==> src/rtl/atx_pkg.sv <==
package atx_pkg;

    typedef enum logic [1:0] {
        WL_16 = 2'd0,
        WL_18 = 2'd1,
        WL_20 = 2'd2,
        WL_22 = 2'd3
    } wlen_e;

    typedef struct packed {
        logic  rjust;
        wlen_e wlen;
        logic  mclk384;
    } fcfg_t;

    localparam int HALF_SLOTS = 32;

    function automatic int unsigned wlen_bits(wlen_e w);
        return 16 + 2 * int'(w);
    endfunction

endpackage

==> src/rtl/atx_clock_gen.sv <==
module atx_clock_gen #(
    parameter int HALF_DIV = 1
) (
    input  logic       clk_i,
    input  logic       rst_ni,
    input  logic       mclk384_i,
    output logic       mclk_o,
    output logic       bclk_o,
    output logic       ws_o,
    output logic [5:0] slot_nx_o,
    output logic       wrap_o
);
    localparam int SUB_W = (HALF_DIV > 1) ? $clog2(HALF_DIV) : 1;

    typedef struct packed {
        logic [SUB_W-1:0] sub;
        logic [3:0]       mh;
        logic [5:0]       slot;
        logic             mclk;
        logic             bclk;
        logic             ws;
    } tstate_t;

    tstate_t s_d, s_q;
    logic [3:0] halves;
    logic       sub_last, mh_last;

    always_comb begin
        halves   = mclk384_i ? 4'd12 : 4'd8;
        sub_last = (s_q.sub == SUB_W'(HALF_DIV - 1));
        mh_last  = (s_q.mh == halves - 4'd1);
        wrap_o   = sub_last && mh_last && (s_q.slot == 6'd63);
        s_d      = s_q;
        if (sub_last) begin
            s_d.sub = '0;
            if (mh_last) begin
                s_d.mh   = 4'd0;
                s_d.slot = s_q.slot + 6'd1;
            end else begin
                s_d.mh = s_q.mh + 4'd1;
            end
        end else begin
            s_d.sub = s_q.sub + 1'b1;
        end
        s_d.mclk = s_d.mh[0];
        s_d.bclk = (s_d.mh >= (halves >> 1));
        s_d.ws   = s_d.slot[5];
    end

    always_ff @(posedge clk_i or negedge rst_ni) begin
        if (!rst_ni) s_q <= '0;
        else         s_q <= s_d;
    end

    assign mclk_o    = s_q.mclk;
    assign bclk_o    = s_q.bclk;
    assign ws_o      = s_q.ws;
    assign slot_nx_o = s_d.slot;

    // word select moves only on a falling bit clock
    p_ws_on_bclk_fall_r2: assert property (@(posedge clk_i) disable iff (!rst_ni)
        !$stable(ws_o) |-> $fell(bclk_o));

    // the bit clock rises on a falling master clock
    p_bclk_rise_on_mclk_fall_r1: assert property (@(posedge clk_i) disable iff (!rst_ni)
        $rose(bclk_o) |-> $fell(mclk_o));

endmodule

==> src/rtl/atx_sample_hold.sv <==
module atx_sample_hold
    import atx_pkg::*;
#(
    parameter int SAMPLE_W = 24,
    parameter int VOL_W    = 8
) (
    input  logic                clk_i,
    input  logic                rst_ni,
    input  logic                wrap_i,
    input  logic                in_valid_i,
    output logic                in_ready_o,
    input  logic [SAMPLE_W-1:0] in_left_i,
    input  logic [SAMPLE_W-1:0] in_right_i,
    input  fcfg_t               cfg_i,
    input  logic [VOL_W-1:0]    vol_l_i,
    input  logic [VOL_W-1:0]    vol_r_i,
    input  logic                mute_i,
    input  logic                err_i,
    output fcfg_t               cfg_o,
    output logic [SAMPLE_W-1:0] word_l_o,
    output logic [SAMPLE_W-1:0] word_r_o,
    output logic                underrun_o
);
    localparam int PROD_W = SAMPLE_W + VOL_W;

    typedef struct packed {
        logic [SAMPLE_W-1:0] hold_l;
        logic [SAMPLE_W-1:0] hold_r;
        logic [SAMPLE_W-1:0] act_l;
        logic [SAMPLE_W-1:0] act_r;
        logic [SAMPLE_W-1:0] word_l;
        logic [SAMPLE_W-1:0] word_r;
        logic                full;
        logic                under;
        logic                err_seen;
        fcfg_t               cfg;
    } hstate_t;

    hstate_t h_d, h_q;
    logic    silence;

    function automatic logic [SAMPLE_W-1:0] scale_cut(
        input logic signed [SAMPLE_W-1:0] smp,
        input logic [VOL_W-1:0]           vol,
        input wlen_e                      wl
    );
        logic signed [PROD_W-1:0] prod;
        logic [SAMPLE_W-1:0]      lvl;
        prod = smp * $signed({1'b0, vol});
        lvl  = SAMPLE_W'(prod >>> VOL_W);
        return lvl >> (SAMPLE_W - int'(wlen_bits(wl)));
    endfunction

    always_comb begin
        in_ready_o = !h_q.full;
        silence    = mute_i || err_i || h_q.err_seen;
        h_d        = h_q;
        if (wrap_i) begin
            h_d.cfg      = cfg_i;
            h_d.err_seen = 1'b0;
            if (h_q.full) begin
                h_d.act_l = h_q.hold_l;
                h_d.act_r = h_q.hold_r;
                h_d.full  = 1'b0;
                h_d.under = 1'b0;
            end else begin
                h_d.under = 1'b1;
            end
            if (silence) begin
                h_d.word_l = '0;
                h_d.word_r = '0;
            end else begin
                h_d.word_l = scale_cut(h_d.act_l, vol_l_i, cfg_i.wlen);
                h_d.word_r = scale_cut(h_d.act_r, vol_r_i, cfg_i.wlen);
            end
        end else begin
            h_d.err_seen = h_q.err_seen || err_i;
        end
        if (in_valid_i && !h_q.full) begin
            h_d.hold_l = in_left_i;
            h_d.hold_r = in_right_i;
            h_d.full   = 1'b1;
        end
    end

    always_ff @(posedge clk_i or negedge rst_ni) begin
        if (!rst_ni) h_q <= '0;
        else         h_q <= h_d;
    end

    assign cfg_o      = h_q.cfg;
    assign word_l_o   = h_q.word_l;
    assign word_r_o   = h_q.word_r;
    assign underrun_o = h_q.under;

    // muted boundary yields silent words
    p_mute_zero_r7: assert property (@(posedge clk_i) disable iff (!rst_ni)
        wrap_i && mute_i |=> (word_l_o == '0) && (word_r_o == '0));

    // an error on the boundary cycle silences the next frame
    p_err_zero_r8: assert property (@(posedge clk_i) disable iff (!rst_ni)
        wrap_i && err_i |=> (word_l_o == '0) && (word_r_o == '0));

    // a capture outside a boundary closes the handshake
    p_capture_blocks_r9: assert property (@(posedge clk_i) disable iff (!rst_ni)
        in_valid_i && in_ready_o && !wrap_i |=> !in_ready_o);

    // underrun flag moves only at frame boundaries
    p_underrun_at_wrap_r10: assert property (@(posedge clk_i) disable iff (!rst_ni)
        !$stable(underrun_o) |-> $past(wrap_i));

    // frame settings move only at frame boundaries
    p_cfg_at_wrap_r11: assert property (@(posedge clk_i) disable iff (!rst_ni)
        !$stable(cfg_o) |-> $past(wrap_i));

endmodule

==> src/rtl/atx_serializer.sv <==
module atx_serializer
    import atx_pkg::*;
#(
    parameter int SAMPLE_W = 24
) (
    input  logic                clk_i,
    input  logic                rst_ni,
    input  logic [5:0]          slot_nx_i,
    input  logic                rjust_i,
    input  wlen_e               wlen_i,
    input  logic [SAMPLE_W-1:0] word_l_i,
    input  logic [SAMPLE_W-1:0] word_r_i,
    output logic                sd_o
);
    typedef struct packed {
        logic sd;
    } sstate_t;

    sstate_t             s_d, s_q;
    logic [4:0]          k;
    logic [5:0]          kx, w, idx;
    logic                live;
    logic [SAMPLE_W-1:0] word;

    always_comb begin
        k    = slot_nx_i[4:0];
        kx   = {1'b0, k};
        w    = 6'(wlen_bits(wlen_i));
        word = slot_nx_i[5] ? word_r_i : word_l_i;
        if (rjust_i) begin
            live = (kx >= (6'(HALF_SLOTS) - w));
            idx  = 6'(HALF_SLOTS - 1) - kx;
        end else begin
            live = (k != 5'd0) && (kx <= w);
            idx  = w - kx;
        end
        s_d.sd = live && (|(word & (SAMPLE_W'(1) << idx)));
    end

    always_ff @(posedge clk_i or negedge rst_ni) begin
        if (!rst_ni) s_q <= '0;
        else         s_q <= s_d;
    end

    assign sd_o = s_q.sd;

    // the first slot of each half never carries data
    p_slot0_quiet_r3: assert property (@(posedge clk_i) disable iff (!rst_ni)
        (slot_nx_i[4:0] == 5'd0) |=> !sd_o);

    // in I2S framing, slots past the word are low
    p_i2s_tail_low_r3: assert property (@(posedge clk_i) disable iff (!rst_ni)
        !rjust_i && ({1'b0, slot_nx_i[4:0]} > 6'(wlen_bits(wlen_i))) |=> !sd_o);

endmodule

==> src/rtl/audio_serial_tx.sv <==
module audio_serial_tx
    import atx_pkg::*;
#(
    parameter int SAMPLE_W      = 24,
    parameter int VOL_W         = 8,
    parameter int MCLK_HALF_DIV = 1
) (
    input  logic                clk_i,
    input  logic                rst_ni,
    input  logic                in_valid_i,
    output logic                in_ready_o,
    input  logic [SAMPLE_W-1:0] in_left_i,
    input  logic [SAMPLE_W-1:0] in_right_i,
    input  logic                fmt_i,
    input  logic [1:0]          wlen_i,
    input  logic                ratio_i,
    input  logic [VOL_W-1:0]    vol_left_i,
    input  logic [VOL_W-1:0]    vol_right_i,
    input  logic                mute_i,
    input  logic                err_i,
    output logic                mclk_o,
    output logic                bclk_o,
    output logic                ws_o,
    output logic                sdata_o,
    output logic                underrun_o
);
    fcfg_t               cfg_in, cfg_q;
    logic [5:0]          slot_nx;
    logic                wrap;
    logic [SAMPLE_W-1:0] word_l, word_r;

    always_comb begin
        cfg_in.rjust   = fmt_i;
        cfg_in.wlen    = wlen_e'(wlen_i);
        cfg_in.mclk384 = ratio_i;
    end

    atx_clock_gen #(
        .HALF_DIV (MCLK_HALF_DIV)
    ) u_clock (
        .clk_i     (clk_i),
        .rst_ni    (rst_ni),
        .mclk384_i (cfg_q.mclk384),
        .mclk_o    (mclk_o),
        .bclk_o    (bclk_o),
        .ws_o      (ws_o),
        .slot_nx_o (slot_nx),
        .wrap_o    (wrap)
    );

    atx_sample_hold #(
        .SAMPLE_W (SAMPLE_W),
        .VOL_W    (VOL_W)
    ) u_hold (
        .clk_i      (clk_i),
        .rst_ni     (rst_ni),
        .wrap_i     (wrap),
        .in_valid_i (in_valid_i),
        .in_ready_o (in_ready_o),
        .in_left_i  (in_left_i),
        .in_right_i (in_right_i),
        .cfg_i      (cfg_in),
        .vol_l_i    (vol_left_i),
        .vol_r_i    (vol_right_i),
        .mute_i     (mute_i),
        .err_i      (err_i),
        .cfg_o      (cfg_q),
        .word_l_o   (word_l),
        .word_r_o   (word_r),
        .underrun_o (underrun_o)
    );

    atx_serializer #(
        .SAMPLE_W (SAMPLE_W)
    ) u_ser (
        .clk_i     (clk_i),
        .rst_ni    (rst_ni),
        .slot_nx_i (slot_nx),
        .rjust_i   (cfg_q.rjust),
        .wlen_i    (cfg_q.wlen),
        .word_l_i  (word_l),
        .word_r_i  (word_r),
        .sd_o      (sdata_o)
    );

    // serial data moves only on a falling bit clock
    p_sd_on_bclk_fall_r2: assert property (@(posedge clk_i) disable iff (!rst_ni)
        !$stable(sdata_o) |-> $fell(bclk_o));

    // reset state of the outputs
    always_comb begin
        if (!rst_ni) begin
            p_reset_state_r12: assert (!ws_o && !sdata_o && !underrun_o && in_ready_o);
        end
    end

endmodule

==> config.mk <==
export PLATFORM = sky130hd
export DESIGN_NAME = audio_serial_tx
export DESIGN_NICKNAME = d
export VERILOG_FILES = /design/src/rtl/atx_pkg.sv /design/src/rtl/atx_clock_gen.sv /design/src/rtl/atx_sample_hold.sv /design/src/rtl/atx_serializer.sv /design/src/rtl/audio_serial_tx.sv
export SDC_FILE = /design/constraint.sdc
export NUM_CORES = 1
export LEC_CHECK = 0
export BUFFER_PORTS_ARGS = -buffer_cell sky130_fd_sc_hd__buf_2
export CORE_MARGIN = 10
export CORE_UTILIZATION = 35
export CTS_CLUSTER_SIZE = 30
export DETAILED_ROUTE_END_ITERATION = 6
export PLACE_DENSITY = 0.56
export SLEW_MARGIN = 30
export SYNTH_ARGS = -nofsm -noshare
export SYNTH_HDL_FRONTEND = slang
export SYNTH_SLANG_ARGS = --single-unit
==> constraint.sdc <==
create_clock -name clk_i -period 7.85 [get_ports clk_i]
set_input_delay 0.3925 -clock clk_i [delete_from_list [all_inputs] [get_ports clk_i]]
set_output_delay 0.3925 -clock clk_i [all_outputs]
set_load 0.02 [all_outputs]
==> results.md, run 1 <==
* Tmin final at 6.71 ns
* Post-synthesis mux area share at 0.0817
* Post-synth top area share at 0.264
* Final hold vios at 0
* Worst skew pair latency at ~0.49 ns
* Synth Area in Adders at 0.336
* Clock-pin slew on the worst setup and hold paths at 0.07 ns
* Mean Syn Cell Area at ~9 um2
* Routed wl met2 at between 20000 and 30000 um
* Post-DP HPWL at roughly 45000 um
* Worst R2R Start: u_hold.h_q[6]
* Mapped Area at 22400 um2
* Crit end category: flip-flop
* Yosys warning total at 0
* Starting Density at 0.354
* Clock tree buffer depth at 2
* Biggest area consumer among synthesized cells: fa_1
* Worst hold path depth at 3
* R2r setup slk at between 1 and 1.5 ns
* FF-to-FF path depth at 19
* Post-CTS sizing at 0
* First-pass GRT wire length at about 100000 um
* DRC Markers at 0
* Layout Nets at a little under 3000
* CP arrival at 7.08 ns
* CP Max Fanout at 40
* Syn Nets at just under 3000
* DR top layer: met4
* CTS Sinks at 163
* Die width at ~270 um
* Layout Area Growth over Synthesis at 8.21%
* PortBufs at about 80
* Yosys reg bits at 163
* Post-CTS setup buffer count at 0
* CTS Buf Count at 17
* Hold_sp: ratio_i
* Crit path required time at 8.22 ns
* XOR/XNOR Fraction of Synth Area at 0.0289
* Outcome: completed
* WL final at around 57000 um
* CTS H-tree depth at 4
* Number of diodes at 0
* Mapped Cells at approximately 2500
* Sequential share of the synthesized area at 0.182
* Routability Congestion at 0.865
* Worst rel slew slack at 0.373
* Layout cells sized above 1 at 0.116
* R2r endpoint: u_hold.word_r_o[15]
* Slew Viols, Final at 0
* Routed wl met3 at roughly 2700 um
* Final hold slack at between 0.1 and 0.15 ns
* WL met1 at 27300 um
* Final setup viols at 0
* Synth Area in Simple Gates at 0.173
* Area contributors post-synth: fa_1 (26%), dfrtp_1 (18%), nand2_1 (7.4%)
* Core area at between 60000 and 70000 um2
* Die Y at approximately 270 um
* Worst Max-Slew Pin Slew at ~0.94 ns
* Fillers at about 6300
* Die area at about 74000 um2
* Number of global-route vias before repair at between 15000 and 20000
* Setup TNS at 0 ns
* Largest family of logic cells by synthesized area: adder cells
* Worst Skew at 0.0140 ns
* Iter 0 DRT Violations at roughly 970
* Vias/cell at about 5.2
* Primary FF master, synth: dfrtp_1
* GRT overflow at 0
* Clock Tree Root: clkbuf_16
* CP Launch Type: flip-flop
* Post-DRT Antenna Nets at 0
* Hold Path Class: in -> reg
* RSZ-0062 raised after global routing: false
* Compound-gate portion of the synthesized area at 0.112
* Worst Setup Path Type: reg -> reg
* Initial antenna violation count at 2
* DR pass1 iterations at 6
* CTS tree: done
* Period utilization at 0.855
* Worst Setup SP: u_hold.h_q[6]
* WL/cell at roughly 17 um
* Count of different cell masters after synthesis at 96
* Hold Path End: u_hold.cfg_o[0]
* Ys async rst share at 1.00
* Placement Rows at between 90 and 100
* Number of synthesized flops with an enable pin at 0
* I/O Pins at roughly 80
* Max-cap check violation count at 0
* Largest net degree at the start of global routing at 87
* Vias at between 15000 and 20000
* All-layer global routing usage at 0.158
* Fmax at roughly 0.15 GHz
## layout make-up
type                       instances  area, um2  share of cell area
tap                              846       1060              0.0437
clock buffer                      19        453              0.0187
inverter                         405       1520              0.0629
multi-input combinational       1808      16400               0.677
clock inverter                    13        173             0.00713
timing repair buffer              93        528              0.0218
sequential                       163       4080               0.169
## metal layers
metal  GRT usage  vias to the layer above
met5           0                        -
met4      0.0424                        0
met3      0.0235                       47
met2       0.255                      410
met1       0.219                     8844
li1            -                     8027
## cell families after synthesis
family,after synthesis
DFF,163
AOI/OAI and AO/OA,350
buffers and inverters,507
muxes,157
adders and majority gates,424
and+or+nand+nor,809
xor gates and xnor gates,68
## worst max-delay path: stages (launching register included)
cell      delay, ns
dfrtp_4        0.82
buf_4          0.36
mux2_2         0.45
and2_1         0.20
fa_1           0.43
fa_1           0.47
fa_1           0.54
inv_1          0.05
fa_1           0.47
inv_1          0.04
ha_1           0.34
a211o_1        0.32
nor3_1         0.25
a211oi_1       0.17
nor3_1         0.50
o21ai_1        0.18
xnor2_1        0.37
o21a_1         0.19
mux2i_1        0.10
a221o_1        0.34
## what timing repair did
item / 4_1_cts / 5_1_grt
hold buffers: 1 / 0
hold endpoints to repair: 6 / 0
endpoints found under the setup margin: 0 / 0
## state kept, by name (all words and copies together), names as in the netlist
register and count:
u_hold.word_r_o 24, u_hold.cfg_o 4, u_clock.s_q 10, u_hold.word_l_o 24
u_hold.h_q 98, u_ser.sd_o 1, u_hold.underrun_o 1, u_clock.bclk_o 1
## Yosys cell counts, types with 5 or more instances
cell type / count
a22oi_1: 7
nand3_1: 30
o21ai_0: 66
xor2_1: 22
nor2b_1: 43
clkbuf_1: 91
o21a_1: 15
and3_1: 11
mux2_2: 109
nand2b_1: 12
or2_2: 7
a21o_1: 20
a221oi_1: 6
and2_1: 158
buf_2: 5
nor3_1: 17
nor2_1: 51
dfrtp_1: 163
o31ai_1: 9
xnor2_1: 40
a211o_1: 7
a31oi_1: 11
o221ai_1: 9
a221o_1: 6
mux4_2: 9
fa_1: 295
mux2i_1: 37
ha_1: 129
and4_1: 9
a22o_1: 6
a21oi_1: 67
a211oi_1: 22
o21ai_1: 10
inv_1: 402
nand2_1: 439
o211ai_1: 18
## stage by stage
| stage | util | area [um2] | worst slack [ns] | instances |
|---|---|---|---|---|
| floorplan | - | 22400 | 1.65 | 2478 |
| global placement | 0.372 | 23500 | 0.930 | 3313 |
| detailed placement | 0.373 | 23500 | 0.879 | 3313 |
| CTS | 0.383 | 24200 | 0.889 | 3346 |
| global route | 0.383 | 24200 | 0.681 | 3347 |
| finish | 0.383 | 24200 | 1.14 | 3347 |
## cells in the final DEF, fill, tap and decap left out, drive strengths merged, types with 13 or more instances in the layout
master / Yosys / routed
nand2: 439 / 439
mux2i: 39 / 39
buf: 11 / 92
xor2: 24 / 24
nor3: 17 / 17
xnor2: 43 / 43
o21a: 15 / 15
o211ai: 21 / 21
a21o: 20 / 20
a21oi: 67 / 67
clkbuf: 91 / 19
nor2b: 43 / 43
nand3: 31 / 31
fa: 295 / 295
o21ai: 77 / 77
mux2: 109 / 109
and2: 158 / 158
a211oi: 24 / 24
nand2b: 13 / 13
dfrtp: 163 / 163
ha: 129 / 129
nor2: 52 / 52
inv: 404 / 408
## how the worst max path moves through the flow
stage / to / slack, ns / cells after the start
6_report: u_hold.word_r_o[15] / 1.14 / 19
5_1_grt: u_hold.word_r_o[15] / 0.68 / 20
4_1_cts: u_hold.word_r_o[15] / 0.89 / 19
3_5_place_dp: u_hold.word_r_o[15] / 0.88 / 19
3_3_place_gp: u_hold.word_r_o[15] / 0.93 / 19
2_1_floorplan: u_hold.word_l_o[6] / 1.65 / 23
Power of run 1 is left out: the tool's default activity adds up to more than one toggle a clock period on the data nets, which glitch-free logic cannot reach.
==> run 2: changes to the inputs <==
--- a/config.mk
+++ b/config.mk
@@ -11,6 +11,7 @@
 export CTS_CLUSTER_SIZE = 30
 export DETAILED_ROUTE_END_ITERATION = 6
 export PLACE_DENSITY = 0.56
+export REMOVE_ABC_BUFFERS = 1
 export SLEW_MARGIN = 30
 export SYNTH_ARGS = -nofsm -noshare
 export SYNTH_HDL_FRONTEND = slang
==> constraint.sdc (replaced) <==
create_clock -name clk_i -period 7.2 [get_ports clk_i]
set_input_delay 0.36 -clock clk_i [delete_from_list [all_inputs] [get_ports clk_i]]
set_output_delay 0.36 -clock clk_i [all_outputs]
set_load 0.02 [all_outputs]
==> run 2 against run 1 <==
  * Count of clock-buffer cells in the layout fell by 1
  * Clock skew rose by 0.0022 ns
  * Worst hold slack got worse by 0.040 ns
  * Die area did not move
  * Setup slack got worse by 0.69 ns
  * Non-clock buffer count rose by 1
  * Utilization barely moved
  * First-iteration DRC count rose by 1.3%
  * Highest routed layer unchanged
==> results.md, run 2 (synthesis results as in run 1) <==
* Worst skew pair latency at ~0.50 ns
* Post-DRT Antenna Nets at 0
* CP Launch Type: flip-flop
* R2r setup slk at ~0.45 ns
* Finished Core Util at 0.383
* Period utilization at 0.938
* WL final at 56100 um
* CTS H-tree depth at 4
* Fillers at ~6300
* Worst Max-Slew Pin Slew at about 0.96 ns
* Fmax at ~0.15 GHz
* Routability Congestion at 0.855
* WL met1 at around 26000 um
* Routed wl met2 at between 20000 and 30000 um
* FF+latch area at between 4000 and 5000 um2
* Setup TNS at 0 ns
* Place WS at roughly 0.50 ns
* Layout cells sized above 1 at 0.117
* Max-cap check violation count at 0
* Clock tree buffer depth at 2
* GRT overflow at 0
* Hold Path Class: in -> reg
* Slew Viols, Final at 0
* Critical Path Sink: u_hold.word_r_o[9]
* Outcome: completed
* Final hold vios at 0
* CTS tree: done
* Clock Tree Root: clkbuf_16
* PortBufs at 78
* Most common cell after layout, fill and taps aside: nand2_1
* Commonest cells after routing, fill and taps aside: nand2_1 (439), inv_1 (402), fa_1 (295)
* Largest net degree at the start of global routing at 97
* Placement Rows at 92
* DR pass1 iterations at 5
* Vias/cell at 5.10
* Core area at 63200 um2
* Post-route setup slack at about 0.45 ns
* WL/cell at around 17 um
* CP arrival at 7.16 ns
* Post-CTS sizing at 0
* Largest register FFs at slightly below 100
* Worst Skew at roughly 0.016 ns
* Starting Density at 0.354
* CTS Buf Count at 17
* Final hold slack at 0.0921 ns
* Crit path required time at ~7.6 ns
* Routed wl met3 at 2440 um
* Iter 0 DRT Violations at around 990
* R2r endpoint: u_hold.word_r_o[9]
* Worst Setup SP: u_hold.h_q[6]
* I/O Pins at a little under 80
* Layout Area Growth over Synthesis at 8.26%
* Worst R2R Start: u_hold.h_q[6]
* FF-to-FF path depth at 20
* Post-DP HPWL at between 40000 and 50000 um
* Worst Setup Path Type: reg -> reg
* RSZ-0062 raised after global routing: false
* Crit end category: flip-flop
* Initial antenna violation count at 1
* DR top layer: met4
* Worst rel slew slack at 0.361
* CP Max Fanout at 27
* First-pass GRT wire length at roughly 96000 um
* Largest register by flop count: u_hold.h_q
* Vias at ~17000
* Layout Nets at about 3000
* Die area at ~74000 um2
* All-layer global routing usage at 0.156
* Die width at roughly 270 um
* Tmin final at 6.75 ns
* DRC Markers at 0
* Number of global-route vias before repair at 18700
* Clock-pin slew on the worst setup and hold paths at about 0.070 ns
* Multi-input logic area at between 15000 and 20000 um2
* CTS Sinks at 163
* Die Y at 273 um
* Final setup viols at 0
-- run 2: cell count changes in the layout (fill, tap and decap cells not counted) --
cell and delta:
clkinv_2 -1, buf_6 -1, inv_6 +4, dfrtp_4 -1
clkinvlp_4 -2, diode_2 +1, dfrtp_2 +1, buf_4 +1
-- run 2: metal layers --
| layer | global-route usage | vias to the layer above |
|---|---|---|
| met5 | 0 | - |
| met4 | 0.0420 | 0 |
| met3 | 0.0284 | 43 |
| met2 | 0.262 | 316 |
| met1 | 0.204 | 8701 |
| li1 | - | 8010 |
-- run 2: what timing repair did --
| item | CTS | global route |
|---|---|---|
| hold endpoints to repair | 50 | 0 |
| endpoints found under the setup margin | 0 | 0 |
| hold buffers | 1 | 0 |
| buffers inserted | 0 | 0 |
-- run 2: how the worst min path moves through the flow --
stage,startpoint,end,slack (ns),cells after the start
floorplan,rst_ni,u_clock.bclk_o,0.06,0
global placement,u_hold.h_q[70],u_hold.h_q[70],0.45,2
detailed placement,u_hold.h_q[68],u_hold.h_q[68],0.46,2
CTS,in_right_i[20],u_hold.h_q[123],0.06,2
global route,in_left_i[14],u_hold.h_q[141],0.07,2
finish,ratio_i,u_hold.cfg_o[0],0.09,3
-- run 2: cell type report --
| class | instances | share of cell area |
|---|---|---|
| Clock inverter | 14 | 0.00775 |
| Sequential cell | 163 | 0.169 |
| Tap cell | 846 | 0.0437 |
| Clock buffer | 18 | 0.0181 |
| Timing Repair Buffer | 94 | 0.0222 |
| Multi-Input combinational cell | 1808 | 0.677 |
| Inverter | 405 | 0.0628 |
| Antenna cell | 1 | 0.000103 |
-- run 2: stage by stage --
stage	instances	area [um2]
final	3349	24200
after CTS	3348	24200
after global placement	3315	23600
after global routing	3348	24200
after detailed placement	3315	23600
after floorplan	2376	22000
-- run 2: critical path: stages (launching register included) --
cell	delay, ns
dfrtp_2	0.92
buf_12	0.29
mux2_2	0.31
nand2_1	0.12
fa_1	0.57
inv_1	0.05
fa_1	0.48
fa_1	0.55
inv_1	0.05
fa_1	0.48
inv_1	0.05
ha_1	0.49
and4_1	0.32
nand3_1	0.17
a211oi_1	0.37
nor3_1	0.20
a211oi_1	0.24
o21ai_1	0.19
mux2_2	0.34
mux2_2	0.31
o211ai_2	0.14
Power of run 2 is left out for the same reason.
==> run 3: changes to the inputs <==
--- a/config.mk
+++ b/config.mk
@@ -10,7 +10,7 @@
 export CORE_UTILIZATION = 35
 export CTS_CLUSTER_SIZE = 30
 export DETAILED_ROUTE_END_ITERATION = 6
-export PLACE_DENSITY = 0.56
+export PLACE_DENSITY_LB_ADDON = 0.1
 export REMOVE_ABC_BUFFERS = 1
 export SLEW_MARGIN = 30
 export SYNTH_ARGS = -nofsm -noshare
==> run 3 against run 2 <==
  * Worst hold slack got worse by 0.028 ns
  * Register-to-register slack barely moved
  * Maximum frequency barely moved
  * Via count rose by 0.23%
==> results.md, run 3 (synthesis results as in run 1) <==
* Outcome: completed
* Worst rel slew slack at 0.410
* Worst hold path depth at 3
* R2r setup slk at 0.45 ns
* CTS Buf Count at 17
* Tmin final at 6.75 ns
* Iter 0 DRT Violations at 990
* Clock Tree Root: clkbuf_16
* Crit end category: flip-flop
* Largest register FFs at 98
* Clock-pin slew on the worst setup and hold paths at about 0.080 ns
* CTS Sinks at around 160
* Post-route cell area at 24200 um2
* Largest net degree at the start of global routing at roughly 110
* Setup TNS at 0 ns
* Hold_sp: ratio_i
* RSZ-0062 raised after global routing: false
* Layout cells sized above 1 at 0.119
* Final setup viols at 0
* Die Y at 273 um
* Die width at roughly 270 um
* Number of diodes at 0
* Routability Congestion at about 0.85
* DR pass1 iterations at 5
* GRT overflow at 0
* Placement Rows at 92
* Layout Area Growth over Synthesis at 8.34%
* Worst Max-Slew Pin Slew at just under 0.9 ns
* Commonest cells after routing, fill and taps aside: nand2_1 (439), inv_1 (402), fa_1 (295)
* Slew Viols, Final at 0
* Worst skew pair latency at ~0.50 ns
* DRC Markers at 0
* PortBufs at slightly below 80
* Period utilization at 0.938
* Initial antenna violation count at 0
* Post-CTS setup buffer count at 0
* Hold Path End: u_hold.cfg_o[0]
* Vias/cell at 5.10
* Core area at 63200 um2
* Crit path required time at between 7 and 8 ns
* WL final at approximately 60000 um
* Post-DRT Antenna Nets at 0
* Largest register by flop count: u_hold.h_q
* Vias at roughly 17000
* WL/cell at roughly 18 um
* CP arrival at 7.17 ns
* Worst R2R Start: u_hold.h_q[6]
* Post-DP HPWL at 46400 um
* Worst Setup Path Type: reg -> reg
* Clock tree buffer depth at 2
* First-pass GRT wire length at 101000 um
* Hold Path Class: in -> reg
* Max-cap check violation count at 0
* Finished Core Util at 0.383
* FF-to-FF path depth at 20
* CP Launch Type: flip-flop
* I/O Pins at just under 80
* Starting Density at 0.354
* CP Max Fanout at 25
* Most common cell after layout, fill and taps aside: nand2_1
* Die area at about 74000 um2
* R2r endpoint: u_hold.word_r_o[9]
* Worst Skew at 0.0194 ns
* CTS H-tree depth at 4
* Number of global-route vias before repair at roughly 19000
* Fmax at about 0.15 GHz
* All-layer global routing usage at 0.169
* Layout Nets at 2994
* Placed cell area at roughly 24000 um2
* Final hold vios at 0
* CTS tree: done
==> run 3: changes by cell type in the layout (fill, tap and decap cells not counted), sizes merged <==
cell and delta:
diode -1, clkbuf +1, inv -1, bufinv -3, clkinvlp +3, buf +9, clkinv -1
==> run 3: worst max path at each step <==
stage / from / slack (ns) / end
finish: u_hold.h_q[6] / 0.45 / u_hold.word_r_o[9]
floorplan: u_hold.h_q[6] / 0.61 / u_hold.word_l_o[12]
global route: u_hold.h_q[6] / 0.07 / u_hold.word_r_o[9]
global placement: u_hold.h_q[6] / 0.25 / u_hold.word_r_o[9]
detailed placement: u_hold.h_q[6] / 0.22 / u_hold.word_r_o[15]
CTS: u_hold.h_q[6] / 0.20 / u_hold.word_r_o[15]
==> run 3: area by class of cell <==
class                      instances  area, um2
sequential                       163       4080
multi-input combinational       1808      16400
timing repair buffer             102        616
tap                              846       1060
clock buffer                      20        447
fill                            6472      39000
inverter                         405       1520
clock inverter                    12        116
==> run 3: repair_timing <==
item	4_1_cts	5_1_grt
endpoints found under the hold margin	17	0
resized for setup	0	1
hold buffers	1	0
setup endpoints to repair	0	8
==> run 3: metal layers <==
| metal | vias up | track usage | routed length, um |
|---|---|---|---|
| met5 | - | 0 | 0 |
| met4 | 0 | 0.0385 | 795 |
| met3 | 47 | 0.0242 | 1880 |
| met2 | 287 | 0.277 | 28500 |
| met1 | 8734 | 0.232 | 29000 |
| li1 | 8042 | - | - |
==> run 3: critical path, cell delays in order, from the launching register on <==
cell and delay, ns:
dfrtp_4 0.75, buf_4 0.39, mux2_2 0.47, nand2_1 0.12, fa_1 0.42, inv_1 0.09, fa_1 0.45, fa_1 0.55
inv_1 0.05, fa_1 0.47, inv_1 0.04, ha_1 0.48, and4_1 0.33, nand3_1 0.18, a211oi_1 0.41, nor3_1 0.23
a211oi_1 0.24, o21ai_1 0.20, mux2_2 0.35, mux2_2 0.28, o211ai_2 0.13
==> run 3: metrics by stage <==
step,hold slack (ns),setup WS [ns],std cells
after floorplan,0.0644,0.611,2376
after global placement,0.453,0.253,3322
after detailed placement,0.458,0.218,3322
after CTS,0.0190,0.197,3355
after global routing,0.0435,0.0729,3356
final,0.0641,0.450,3356
Power of run 3 is left out for the same reason.
